==> src/rtl/dalms_pkg.sv <==
package dalms_pkg;

    typedef enum logic [1:0] {
        ST_IDLE,
        ST_LOAD,
        ST_ACCUM,
        ST_FINISH
    } dalms_state_e;

    // Clamp a signed value to the range of a 'bits'-wide two's complement word.
    function automatic logic signed [31:0] clip(input logic signed [31:0] v, input int bits);
        logic signed [31:0] hi;
        logic signed [31:0] lo;
        hi = (32'sd1 <<< (bits - 1)) - 32'sd1;
        lo = -(32'sd1 <<< (bits - 1));
        if (v > hi) return hi;
        if (v < lo) return lo;
        return v;
    endfunction

endpackage

==> src/rtl/dalms_table.sv <==
module dalms_table #(
    parameter int N  = 4,
    parameter int W  = 16,
    parameter int TW = 18
) (
    input  logic [N*W-1:0]           w_flat,
    output logic [(1<<N)*TW-1:0]     tbl_flat
);
    localparam int NE = 1 << N;

    // Every entry is the sum of the weights whose tap bit is set in its address.
    for (genvar a = 0; a < NE; a++) begin : g_ent
        logic signed [TW-1:0] s;
        always_comb begin
            s = '0;
            for (int i = 0; i < N; i++) begin
                if (((a >> i) & 1) != 0) begin
                    s = s + TW'($signed(w_flat[i*W +: W]));
                end
            end
        end
        assign tbl_flat[a*TW +: TW] = s;
    end

endmodule

==> src/rtl/dalms_tap_upd.sv <==
module dalms_tap_upd #(
    parameter int W  = 16,
    parameter int B  = 8,
    parameter int KW = 3
) (
    input  logic                clk,
    input  logic                rst_n,
    input  logic                step,
    input  logic                first,
    input  logic                xbit,
    input  logic signed [W-1:0] err,
    input  logic [KW-1:0]       k,
    input  logic signed [W-1:0] w_cur,
    output logic signed [W-1:0] w_new
);
    localparam int PW = W + B;

    logic signed [PW-1:0] prod_q;
    logic signed [PW-1:0] addend;
    logic signed [PW-1:0] delta;
    logic signed [31:0]   sum;

    assign addend = xbit ? PW'(err) : '0;

    // MSB-first shift-and-add of err times the stored sample; sign bit subtracts.
    always_ff @(posedge clk or negedge rst_n) begin
        if (!rst_n) begin
            prod_q <= '0;
        end else if (step) begin
            prod_q <= first ? -addend : ((prod_q <<< 1) + addend);
        end
    end

    assign delta = prod_q >>> (B - 1 + int'(k));
    assign sum   = dalms_pkg::clip(32'(w_cur) + 32'(delta), W);
    assign w_new = sum[W-1:0];

endmodule

==> src/rtl/dalms_filter.sv <==
module dalms_filter
    import dalms_pkg::*;
#(
    parameter int N  = 4,
    parameter int B  = 8,
    parameter int W  = 16,
    parameter int F  = 12,
    parameter int KW = 3
) (
    input  logic          clk,
    input  logic          rst_n,
    input  logic [B-1:0]  x_in,
    input  logic          x_valid,
    input  logic [B-1:0]  d_in,
    input  logic          d_valid,
    input  logic [KW-1:0] mu_k,
    output logic [W-1:0]  y_out,
    output logic [W-1:0]  e_out,
    output logic          done
);
    localparam int TW = W + $clog2(N);
    localparam int AW = TW + B;
    localparam int NE = 1 << N;
    localparam int CW = (B > 1) ? $clog2(B) : 1;
    localparam int DS = F - (B - 1);

    dalms_state_e st_q, st_d;

    logic [CW-1:0]        bit_q;
    logic [B-1:0]         xd_q [N];
    logic [B-1:0]         xu_q [N];
    logic [B-1:0]         xh_q;
    logic [B-1:0]         dh_q;
    logic [KW-1:0]        kh_q;
    logic [N*W-1:0]       w_q;
    logic [N*W-1:0]       w_nx;
    logic [NE*TW-1:0]     tbl_q;
    logic [NE*TW-1:0]     tbl_nx;
    logic signed [AW-1:0] acc_q;
    logic [N-1:0]         slice;
    logic [N-1:0]         uslice;
    logic signed [TW-1:0] tsel;
    logic                 first_bit;
    logic                 step;
    logic signed [31:0]   y_full, y_sat, e_full, e_sat;

    // Table address straight from one bit of every tap; no address controller.
    always_comb begin
        for (int i = 0; i < N; i++) begin
            slice[i]  = xd_q[i][bit_q];
            uslice[i] = xu_q[i][bit_q];
        end
    end

    assign tsel      = $signed(tbl_q[int'(slice)*TW +: TW]);
    assign step      = (st_q == ST_ACCUM);
    assign first_bit = (bit_q == CW'(B - 1));
    assign y_full    = 32'(acc_q >>> (B - 1));
    assign y_sat     = clip(y_full, W);
    assign e_full    = (32'($signed(dh_q)) <<< DS) - y_sat;
    assign e_sat     = clip(e_full, W);

    for (genvar i = 0; i < N; i++) begin : g_tap
        dalms_tap_upd #(.W(W), .B(B), .KW(KW)) u_upd (
            .clk   (clk),
            .rst_n (rst_n),
            .step  (step),
            .first (first_bit),
            .xbit  (uslice[i]),
            .err   (e_out),
            .k     (kh_q),
            .w_cur (w_q[i*W +: W]),
            .w_new (w_nx[i*W +: W])
        );
    end

    dalms_table #(.N(N), .W(W), .TW(TW)) u_tbl (
        .w_flat   (w_q),
        .tbl_flat (tbl_nx)
    );

    // State register
    always_ff @(posedge clk or negedge rst_n) begin
        if (!rst_n) st_q <= ST_IDLE;
        else        st_q <= st_d;
    end

    always_comb begin
        st_d = st_q;
        unique case (st_q)
            ST_IDLE:   st_d = x_valid ? ST_LOAD : ST_IDLE;
            ST_LOAD:   st_d = ST_ACCUM;
            ST_ACCUM:  st_d = (bit_q == '0) ? ST_FINISH : ST_ACCUM;
            ST_FINISH: st_d = ST_IDLE;
            default:   st_d = ST_IDLE;
        endcase
    end

    // Datapath and outputs
    always_ff @(posedge clk or negedge rst_n) begin
        if (!rst_n) begin
            for (int i = 0; i < N; i++) begin
                xd_q[i] <= '0;
                xu_q[i] <= '0;
            end
            xh_q  <= '0;
            dh_q  <= '0;
            kh_q  <= '0;
            w_q   <= '0;
            tbl_q <= '0;
            acc_q <= '0;
            bit_q <= '0;
            y_out <= '0;
            e_out <= '0;
            done  <= 1'b0;
        end else begin
            done <= 1'b0;
            unique case (st_q)
                ST_IDLE: begin
                    if (d_valid) dh_q <= d_in;
                    if (x_valid) begin
                        xh_q <= x_in;
                        kh_q <= mu_k;
                    end
                end
                ST_LOAD: begin
                    xd_q[0] <= xh_q;
                    for (int i = 1; i < N; i++) xd_q[i] <= xd_q[i-1];
                    for (int i = 0; i < N; i++) xu_q[i] <= xd_q[i];
                    tbl_q <= tbl_nx;
                    bit_q <= CW'(B - 1);
                end
                ST_ACCUM: begin
                    if (first_bit) acc_q <= -AW'(tsel);
                    else           acc_q <= (acc_q <<< 1) + AW'(tsel);
                    bit_q <= bit_q - CW'(1);
                end
                ST_FINISH: begin
                    y_out <= y_sat[W-1:0];
                    e_out <= e_sat[W-1:0];
                    w_q   <= w_nx;
                    done  <= 1'b1;
                end
                default: ;
            endcase
        end
    end

    // strobe lasts one cycle
    assert_done_pulse_R2: assert property (@(posedge clk) disable iff (!rst_n)
        done |=> !done);

    // load is followed by the first bit step at the top bit
    assert_load_to_accum_R2: assert property (@(posedge clk) disable iff (!rst_n)
        (st_q == ST_LOAD) |=> (st_q == ST_ACCUM && bit_q == CW'(B - 1)));

    // table is frozen while bits are accumulated
    assert_table_frozen_R3: assert property (@(posedge clk) disable iff (!rst_n)
        (st_q == ST_ACCUM && $past(st_q) == ST_ACCUM) |-> $stable(tbl_q));

    // single-tap entry matches the live weight of tap 0 during accumulation
    assert_table_tap0_R3: assert property (@(posedge clk) disable iff (!rst_n)
        (st_q == ST_ACCUM) |-> ($signed(tbl_q[TW +: TW]) == TW'($signed(w_q[W-1:0]))));

    // weights move only at the end of a sample
    assert_weights_hold_R5: assert property (@(posedge clk) disable iff (!rst_n)
        (st_q != ST_FINISH) |=> $stable(w_q));

    // held sample and step exponent untouched while busy
    assert_busy_ignores_R9: assert property (@(posedge clk) disable iff (!rst_n)
        (st_q != ST_IDLE) |=> ($stable(xh_q) && $stable(kh_q)));

endmodule

==> config.mk <==
export PLATFORM = sky130hd
export DESIGN_NAME = dalms_filter
export DESIGN_NICKNAME = d
export VERILOG_FILES = /design/src/rtl/dalms_pkg.sv /design/src/rtl/dalms_table.sv /design/src/rtl/dalms_tap_upd.sv /design/src/rtl/dalms_filter.sv
export SDC_FILE = /design/constraint.sdc
export NUM_CORES = 2
export LEC_CHECK = 0
export BUFFER_PORTS_ARGS = -buffer_cell sky130_fd_sc_hd__buf_2
export CAP_MARGIN = 0
export CORE_MARGIN = 2
export CORE_UTILIZATION = 60
export CTS_BUF_LIST = sky130_fd_sc_hd__clkbuf_4 sky130_fd_sc_hd__clkbuf_8
export DETAILED_ROUTE_END_ITERATION = 10
export GPL_TIMING_DRIVEN = 0
export PLACE_DENSITY = 0.85
export SKIP_CTS_REPAIR_TIMING = 1
export SYNTH_ARGS = -nofsm -noshare
export SYNTH_HDL_FRONTEND = slang
export SYNTH_SLANG_ARGS = --single-unit
export TNS_END_PERCENT = 100
==> constraint.sdc <==
create_clock -name clk -period 11.62 [get_ports clk]
set_clock_uncertainty 0.1 [all_clocks]
set_input_delay 0.581 -clock clk [delete_from_list [all_inputs] [get_ports clk]]
set_output_delay 0.581 -clock clk [all_outputs]
set_load 0.05 [all_outputs]
# ---- After elaboration in Yosys (flattened, before gate mapping)
# Cells that the tools add are included.
dict set report word_totals {
  regBits 553
  inputBits 23
  out_inout_bits 33
  elab_cells 142
}
dict set report classes {
  addsub 28
  mul 1
  n_lt_le_gt_ge 13
  n_eq_ne 4
  n_shift 5
  muxes 66
  reduce_logical 5
}
# op count
set op_table {}
lappend op_table {{16-bit two-way mux} 20}
lappend op_table {{288-bit by 10-bit variable part select with 18-bit output} 1}
lappend op_table {{24-bit two-way mux} 8}
lappend op_table {{32-bit two-way mux} 4}
lappend op_table {{16-bit by 16-bit adder with 17-bit output} 6}
lappend op_table {{16-bit by 24-bit adder with 25-bit output} 4}
lappend op_table {{25-bit by 16-bit > comparator with 1-bit output (second input constant)} 4}
lappend op_table {{25-bit by 16-bit < comparator with 1-bit output (second input constant)} 4}
lappend op_table {{24-bit adder} 4}
lappend op_table {{24-bit negator} 4}
lappend op_table {{24-bit by 4-bit >>> shifter with 24-bit output} 4}
lappend op_table {{17-bit by 16-bit adder with 18-bit output} 4}
lappend op_table {{32-bit by 16-bit > comparator with 1-bit output (second input constant)} 1}
lappend op_table {{32-bit by 16-bit < comparator with 1-bit output (second input constant)} 1}
lappend op_table {{13-bit by 32-bit subtractor with 32-bit output} 1}
lappend op_table {{26-bit by 18-bit adder with 26-bit output} 1}
lappend op_table {{1-bit two-way mux} 26}
lappend op_table {{26-bit two-way mux} 1}
lappend op_table {{18-bit negator with 26-bit output} 1}
lappend op_table {{19-bit by 16-bit > comparator with 1-bit output (second input constant)} 1}
lappend op_table {{19-bit by 16-bit < comparator with 1-bit output (second input constant)} 1}
lappend op_table {{18-bit by 16-bit adder with 18-bit output} 1}
lappend op_table {{1-bit binary-select mux with 3-bit select} 5}
lappend op_table {{4-bit by 4-bit multiplier with 8-bit output (second input constant)} 1}
lappend op_table {{12 further kinds} 14}

# ---- Logic depth before layout (Yosys ltp)
dict set report logic_depth {
  ltp_word 11
  depth_mapped 27
  mapped_depth_nobuf 27
}

# ---- By module
# From an unflattened synthesis, not the netlist that was laid out.
dict set report unflattened {
  hier_cells 5541
  area_unflattened_um2 51042.7
}
# module instances cells_per_inst area_per_inst_um2 seq_area_each_um2
set by_module_without_submodules {}
lappend by_module_without_submodules {dalms_filter 1 1813 23304.9 11886.4}
lappend by_module_without_submodules {{dalms_tap_upd (g_tap[0].u_upd ...)} 3 660 4859.7 600.6}
lappend by_module_without_submodules {dalms_table 1 1090 8321.7 0.0}
lappend by_module_without_submodules {{dalms_tap_upd (g_tap[3].u_upd)} 1 658 4837.1 600.6}

# ---- Worst setup path after synthesis
# OpenSTA, ideal clock, no wires.
dict set report synth_timing {
  kind {reg-to-reg}
  start {reg kh_q[0]}
  end {reg w_q[21]}
  setup_ns 0.077
  arrival_time_ns 6.789
  t_required_ns 11.443
  slack_ns 4.653
  stages_incl_launch_ff 27
  path_buffers 7
  period_less_slack_ns 6.967
  path_cell_list {dfrtp_1 clkbuf_1 clkinv_1 clkbuf_1 ha_1 clkbuf_1 clkbuf_1 buf_1 clkbuf_1 mux2i_1 nor2_1 a21oi_1 a21oi_1 ha_1 fa_1 a211oi_1 o21ai_0 o31ai_1 o31ai_1 a221oi_1 o31ai_1 a21oi_1 xor2_1 o41ai_1 clkbuf_1 nand2_1 a21oi_1}
}
dict set report synth_via {
  elab_chain_len 8
  elab_cells_between_ends 11
  cone_classes {add/sub (2); order compare (2); shift (1); mux (6)}
}
# item line_no
set synth_rtl {}
lappend synth_rtl {{start, declared} dalms_filter.sv:34} ;# logic [KW-1:0] kh_q;
lappend synth_rtl {{start signal, assigned} dalms_filter.sv:123} ;# kh_q <= mu_k;
lappend synth_rtl {{3-bit by 3-bit adder with 4-bit output *} dalms_tap_upd.sv:34} ;# assign delta = prod_q >>> (B - 1 + int'(k));
lappend synth_rtl {{24-bit by 4-bit >>> shifter with 24-bit output *} dalms_tap_upd.sv:34}
lappend synth_rtl {{16-bit by 24-bit adder with 25-bit output *} dalms_tap_upd.sv:35} ;# assign sum = dalms_pkg::clip(32'(w_cur) + 32'(delta), W);
lappend synth_rtl {{25-bit by 16-bit < comparator with 1-bit output} dalms_pkg.sv:17} ;# if (v < lo) return lo;
lappend synth_rtl {{1-bit two-way mux (2 in series)} dalms_pkg.sv:17}
lappend synth_rtl {{16-bit two-way mux} dalms_pkg.sv:18} ;# return v;
lappend synth_rtl {{16-bit two-way mux *} dalms_pkg.sv:17}
lappend synth_rtl {{end signal, assigned} dalms_filter.sv:141} ;# w_q <= w_nx;
lappend synth_rtl {{end, declared} dalms_filter.sv:35} ;# logic [N*W-1:0] w_q;
# Every way passes the cells marked *; elsewhere a longest branch is shown, timed or not. The select of a mux whose other input is x is not followed.
# A chain may end at the register's enable or synchronous reset.

# ---- Worst setup path after layout
dict set report layout_timing {
  start {reg kh_q[0]}
  end {reg w_q[24]}
}
# The elaborated chain is that of the path after synthesis.

==> results.rst <==
.. list-table::
   :header-rows: 1

   * - Metric
     - Value
   * - Status
     - finished with violations
   * - Violations in the final reports
     - negative hold slack
   * - Floorplan die height
     - ~280 µm
   * - Post-route ant nets
     - 0
   * - Most Frequent Cell on Critical Path
     - sky130_fd_sc_hd__clkbuf_1
   * - Worst Path Required
     - 12150 ps
   * - FF-to-FF Start
     - kh_q[0]$_DFFE_PN0P_
   * - Standard cell area after detailed placement
     - 48400 µm²
   * - Quantity of I/O buffers inserted on ports
     - 55
   * - First element of the critical path
     - kh_q[0]$_DFFE_PN0P_
   * - Final wirelength
     - around 180000 µm
   * - Global-route wire length before repair
     - 265000 µm
   * - Critical-path maximum fanout
     - 10
   * - Hold Path Class
     - primary input to register
   * - Number of slew-limit violations in the final report
     - 0
   * - Final Setup Violations
     - 0
   * - Synth unique cells
     - 97
   * - Sinks on Clock Net
     - around 540
   * - Horizontal die dimension
     - 283 µm
   * - Worst-case hold slack
     - -30.8 ps
   * - Minimum clock period after layout
     - 10040 ps
   * - Clock insertion delay at the later pin of the skew report
     - 770 ps
   * - Cell count after synthesis
     - 5459
   * - Crit path largest cell delay
     - between 1000 and 1500 ps
   * - Number of standard cells in the final layout excluding fillers
     - between 6000 and 7000
   * - Total Routing Usage GR
     - 44.3%
   * - Worst max-slew margin expressed relative to the limit
     - between 2 and 3%
   * - Flip-flop and latch count after synthesis
     - 539
   * - Post-DR wirelength/cell
     - 26.5 µm
   * - Clock H-tree levels
     - 3
   * - Worst Hold Launch
     - x_valid
   * - End-of-flow core utilization
     - between 60% and 70%
   * - Number of search-and-repair iterations in the first detailed-routing pass
     - 9
   * - Library cell with the largest summed area after synthesis
     - sky130_fd_sc_hd__dfrtp_1
   * - Number of nets in the synthesized netlist
     - 5919
   * - GR Overflow Total
     - 0
   * - Final layout net count
     - 6099
   * - Number of vias in the routed layout
     - 46000
   * - Leading post-synthesis cells by cell area
     - sky130_fd_sc_hd__dfrtp_1, sky130_fd_sc_hd__ha_1, sky130_fd_sc_hd__mux2_2, sky130_fd_sc_hd__a21oi_1, sky130_fd_sc_hd__nand2_1
   * - Initial antenna violation count
     - 10
   * - Ratio of final minimum period to clock period
     - 86.4%
   * - Share of post-route cells with drive strength above 1
     - 11.5%
   * - FFs w/ async S/R, synth
     - between 90% and 100%
   * - DRC viols
     - 0
   * - Core Footprint
     - 77200 µm²
   * - Worst-path cell with the longest stage delay
     - sky130_fd_sc_hd__o41ai_1
   * - Max Clk Rate
     - 99.6 MHz
   * - Worst Path Class, Setup
     - register to register
   * - Hold violation total from the final report
     - 1
   * - Pin count of the biggest net entering global routing
     - 121
   * - Number of enable flip-flop cells after synthesis
     - 0
   * - Fraction of synthesized cell area taken by the top area cell type
     - 28.9%
   * - Via density
     - 6.80
   * - Arrival time worst endpoint
     - 10560 ps
   * - Leading register cell type out of synthesis
     - sky130_fd_sc_hd__dfrtp_1
   * - Commonest cells after routing, fill and taps aside
     - sky130_fd_sc_hd__nand2_1, sky130_fd_sc_hd__a21oi_1, sky130_fd_sc_hd__dfrtp_1
   * - Cell Area, Synth
     - 46600 µm²
   * - Starting DRT DRC Count
     - 5970
   * - TritonCTS clock tree
     - done
   * - Worst slew pin tran
     - roughly 1400 ps
   * - Total number of placement rows
     - 102
   * - Placer congestion estimate
     - 1.06
   * - Number of primary I/O pins
     - 56
   * - Max-Cap Viols
     - 0
   * - Leading cell type in the layout, fill and taps excluded
     - sky130_fd_sc_hd__nand2_1
   * - Number of buffers on the longest clock path
     - 3
   * - CTS Buf Count
     - 97
   * - Finished Cell Area
     - 50800 µm²
   * - DPL Wire Length
     - roughly 130000 µm
   * - Unrepaired setup endpoints after global routing
     - no
   * - Initial Util
     - 60.4%
   * - Setup TNS
     - 0 ps
   * - Vias in the first global route
     - ~44000
   * - Cell at the root of the clock tree
     - sky130_fd_sc_hd__clkbuf_8
   * - Number of warning messages in the yosys log
     - 0
   * - CP startpoint kind
     - register
   * - Area overhead of the layout relative to synthesis
     - 9.00%
   * - Placed cell count
     - 6560
   * - Syn avg cell area
     - 8.54 µm²
   * - Die Outline Area
     - 79900 µm²
   * - Clock slew at reported path FFs
     - 60 ps
   * - Crit. End Element
     - register
   * - Share of synthesized area occupied by flip-flops and latches
     - ~29%
==> final cells by class <==
type                       instances  area (µm²)
antenna                            6        15.0
buffer                           253        1060
clock buffer                     142        1790
clock inverter                    29         433
fill                            6441       26400
inverter                         153         574
multi-input combinational       4514       31500
sequential                       539       13500
tap                             1040        1300
timing repair buffer              81         631
==> state kept, by name, summed over array words and instances, names as in the netlist, 3 cells and up <==
name / flops
w_q: 64
dh_q: 8
xd_q: 8
y_out: 16
xu_q: 32
acc_q: 26
g_tap.u_upd.prod_q: 96
kh_q: 3
tbl_q: 256
xh_q: 8
bit_q: 3
e_out: 16
==> worst paths after layout <==
kind                                     endpoint  slack (ps)  depth (start not counted)
setup / recovery              w_q[24]$_DFFE_PN0P_        1580                         26
hold / removal                  st_q[0]$_DFF_PN0_         -30                          3
setup reg to reg              w_q[24]$_DFFE_PN0P_        1580                         26
hold reg to reg            tbl_q[166]$_DFFE_PN0N_         380                          2
max in group asynchronous     w_q[47]$_DFFE_PN0P_        9330                          5
min in group asynchronous  tbl_q[136]$_DFFE_PN0N_         120                          2
==> stage by stage <==
step           hold WS, ps  worst slack, ps
2_1_floorplan          185             4650
3_3_place_gp           366            -1530
3_5_place_dp           307             2020
4_1_cts               -497             1940
5_1_grt              0.771             1210
6_report             -30.8             1580
==> kinds of logic after synthesis <==
kind of cell,count (synthesis),synth area share [%]
flip-flops,539,28.9
adder cells (fa/ha/maj),437,12.1
AND/OR/NAND/NOR,1737,16.8
AO/OA/AOI/OAI,1532,20.5
buffers and inverters,406,3.51
XOR/XNOR,363,6.82
multiplexers,445,11.3
==> worst max-delay path, delay by kind of cell (launching register included) <==
family,cells,cell delay [ps]
buffers and inverters,8,4370
flip-flops,1,320
adder cells (fa/ha/maj),3,1150
AND/OR/NAND/NOR,2,180
XOR/XNOR,1,100
AO/OA/AOI/OAI,11,3390
multiplexers,1,310
==> Yosys cell counts (103+ instances only) <==
cell                       number
sky130_fd_sc_hd__a21oi_1      567
sky130_fd_sc_hd__dfrtp_1      539
sky130_fd_sc_hd__xor2_1       129
sky130_fd_sc_hd__nand2_1      622
sky130_fd_sc_hd__xnor2_1      234
sky130_fd_sc_hd__inv_1        147
sky130_fd_sc_hd__nand3_1      127
sky130_fd_sc_hd__nor2_1       516
sky130_fd_sc_hd__clkbuf_1     205
sky130_fd_sc_hd__nor3_1       109
sky130_fd_sc_hd__ha_1         417
sky130_fd_sc_hd__a21o_1       141
sky130_fd_sc_hd__o21ai_0      298
sky130_fd_sc_hd__mux2_2       297
sky130_fd_sc_hd__mux2i_1      103
==> routing by layer <==
| layer | up-vias | GRT usage, % | share of wire [%] |
|---|---|---|---|
| met3 | 1000 | 13.6 | 12 |
| met5 | - | 0 | 0.023 |
| met2 | 3099 | 66.1 | 42 |
| met4 | 6 | 37.6 | 10 |
| li1 | 20200 | - | - |
| met1 | 21700 | 52.1 | 35 |
Power is not shown: default switching activity piles up to over one toggle a cycle in this logic, so the estimate is an artifact.
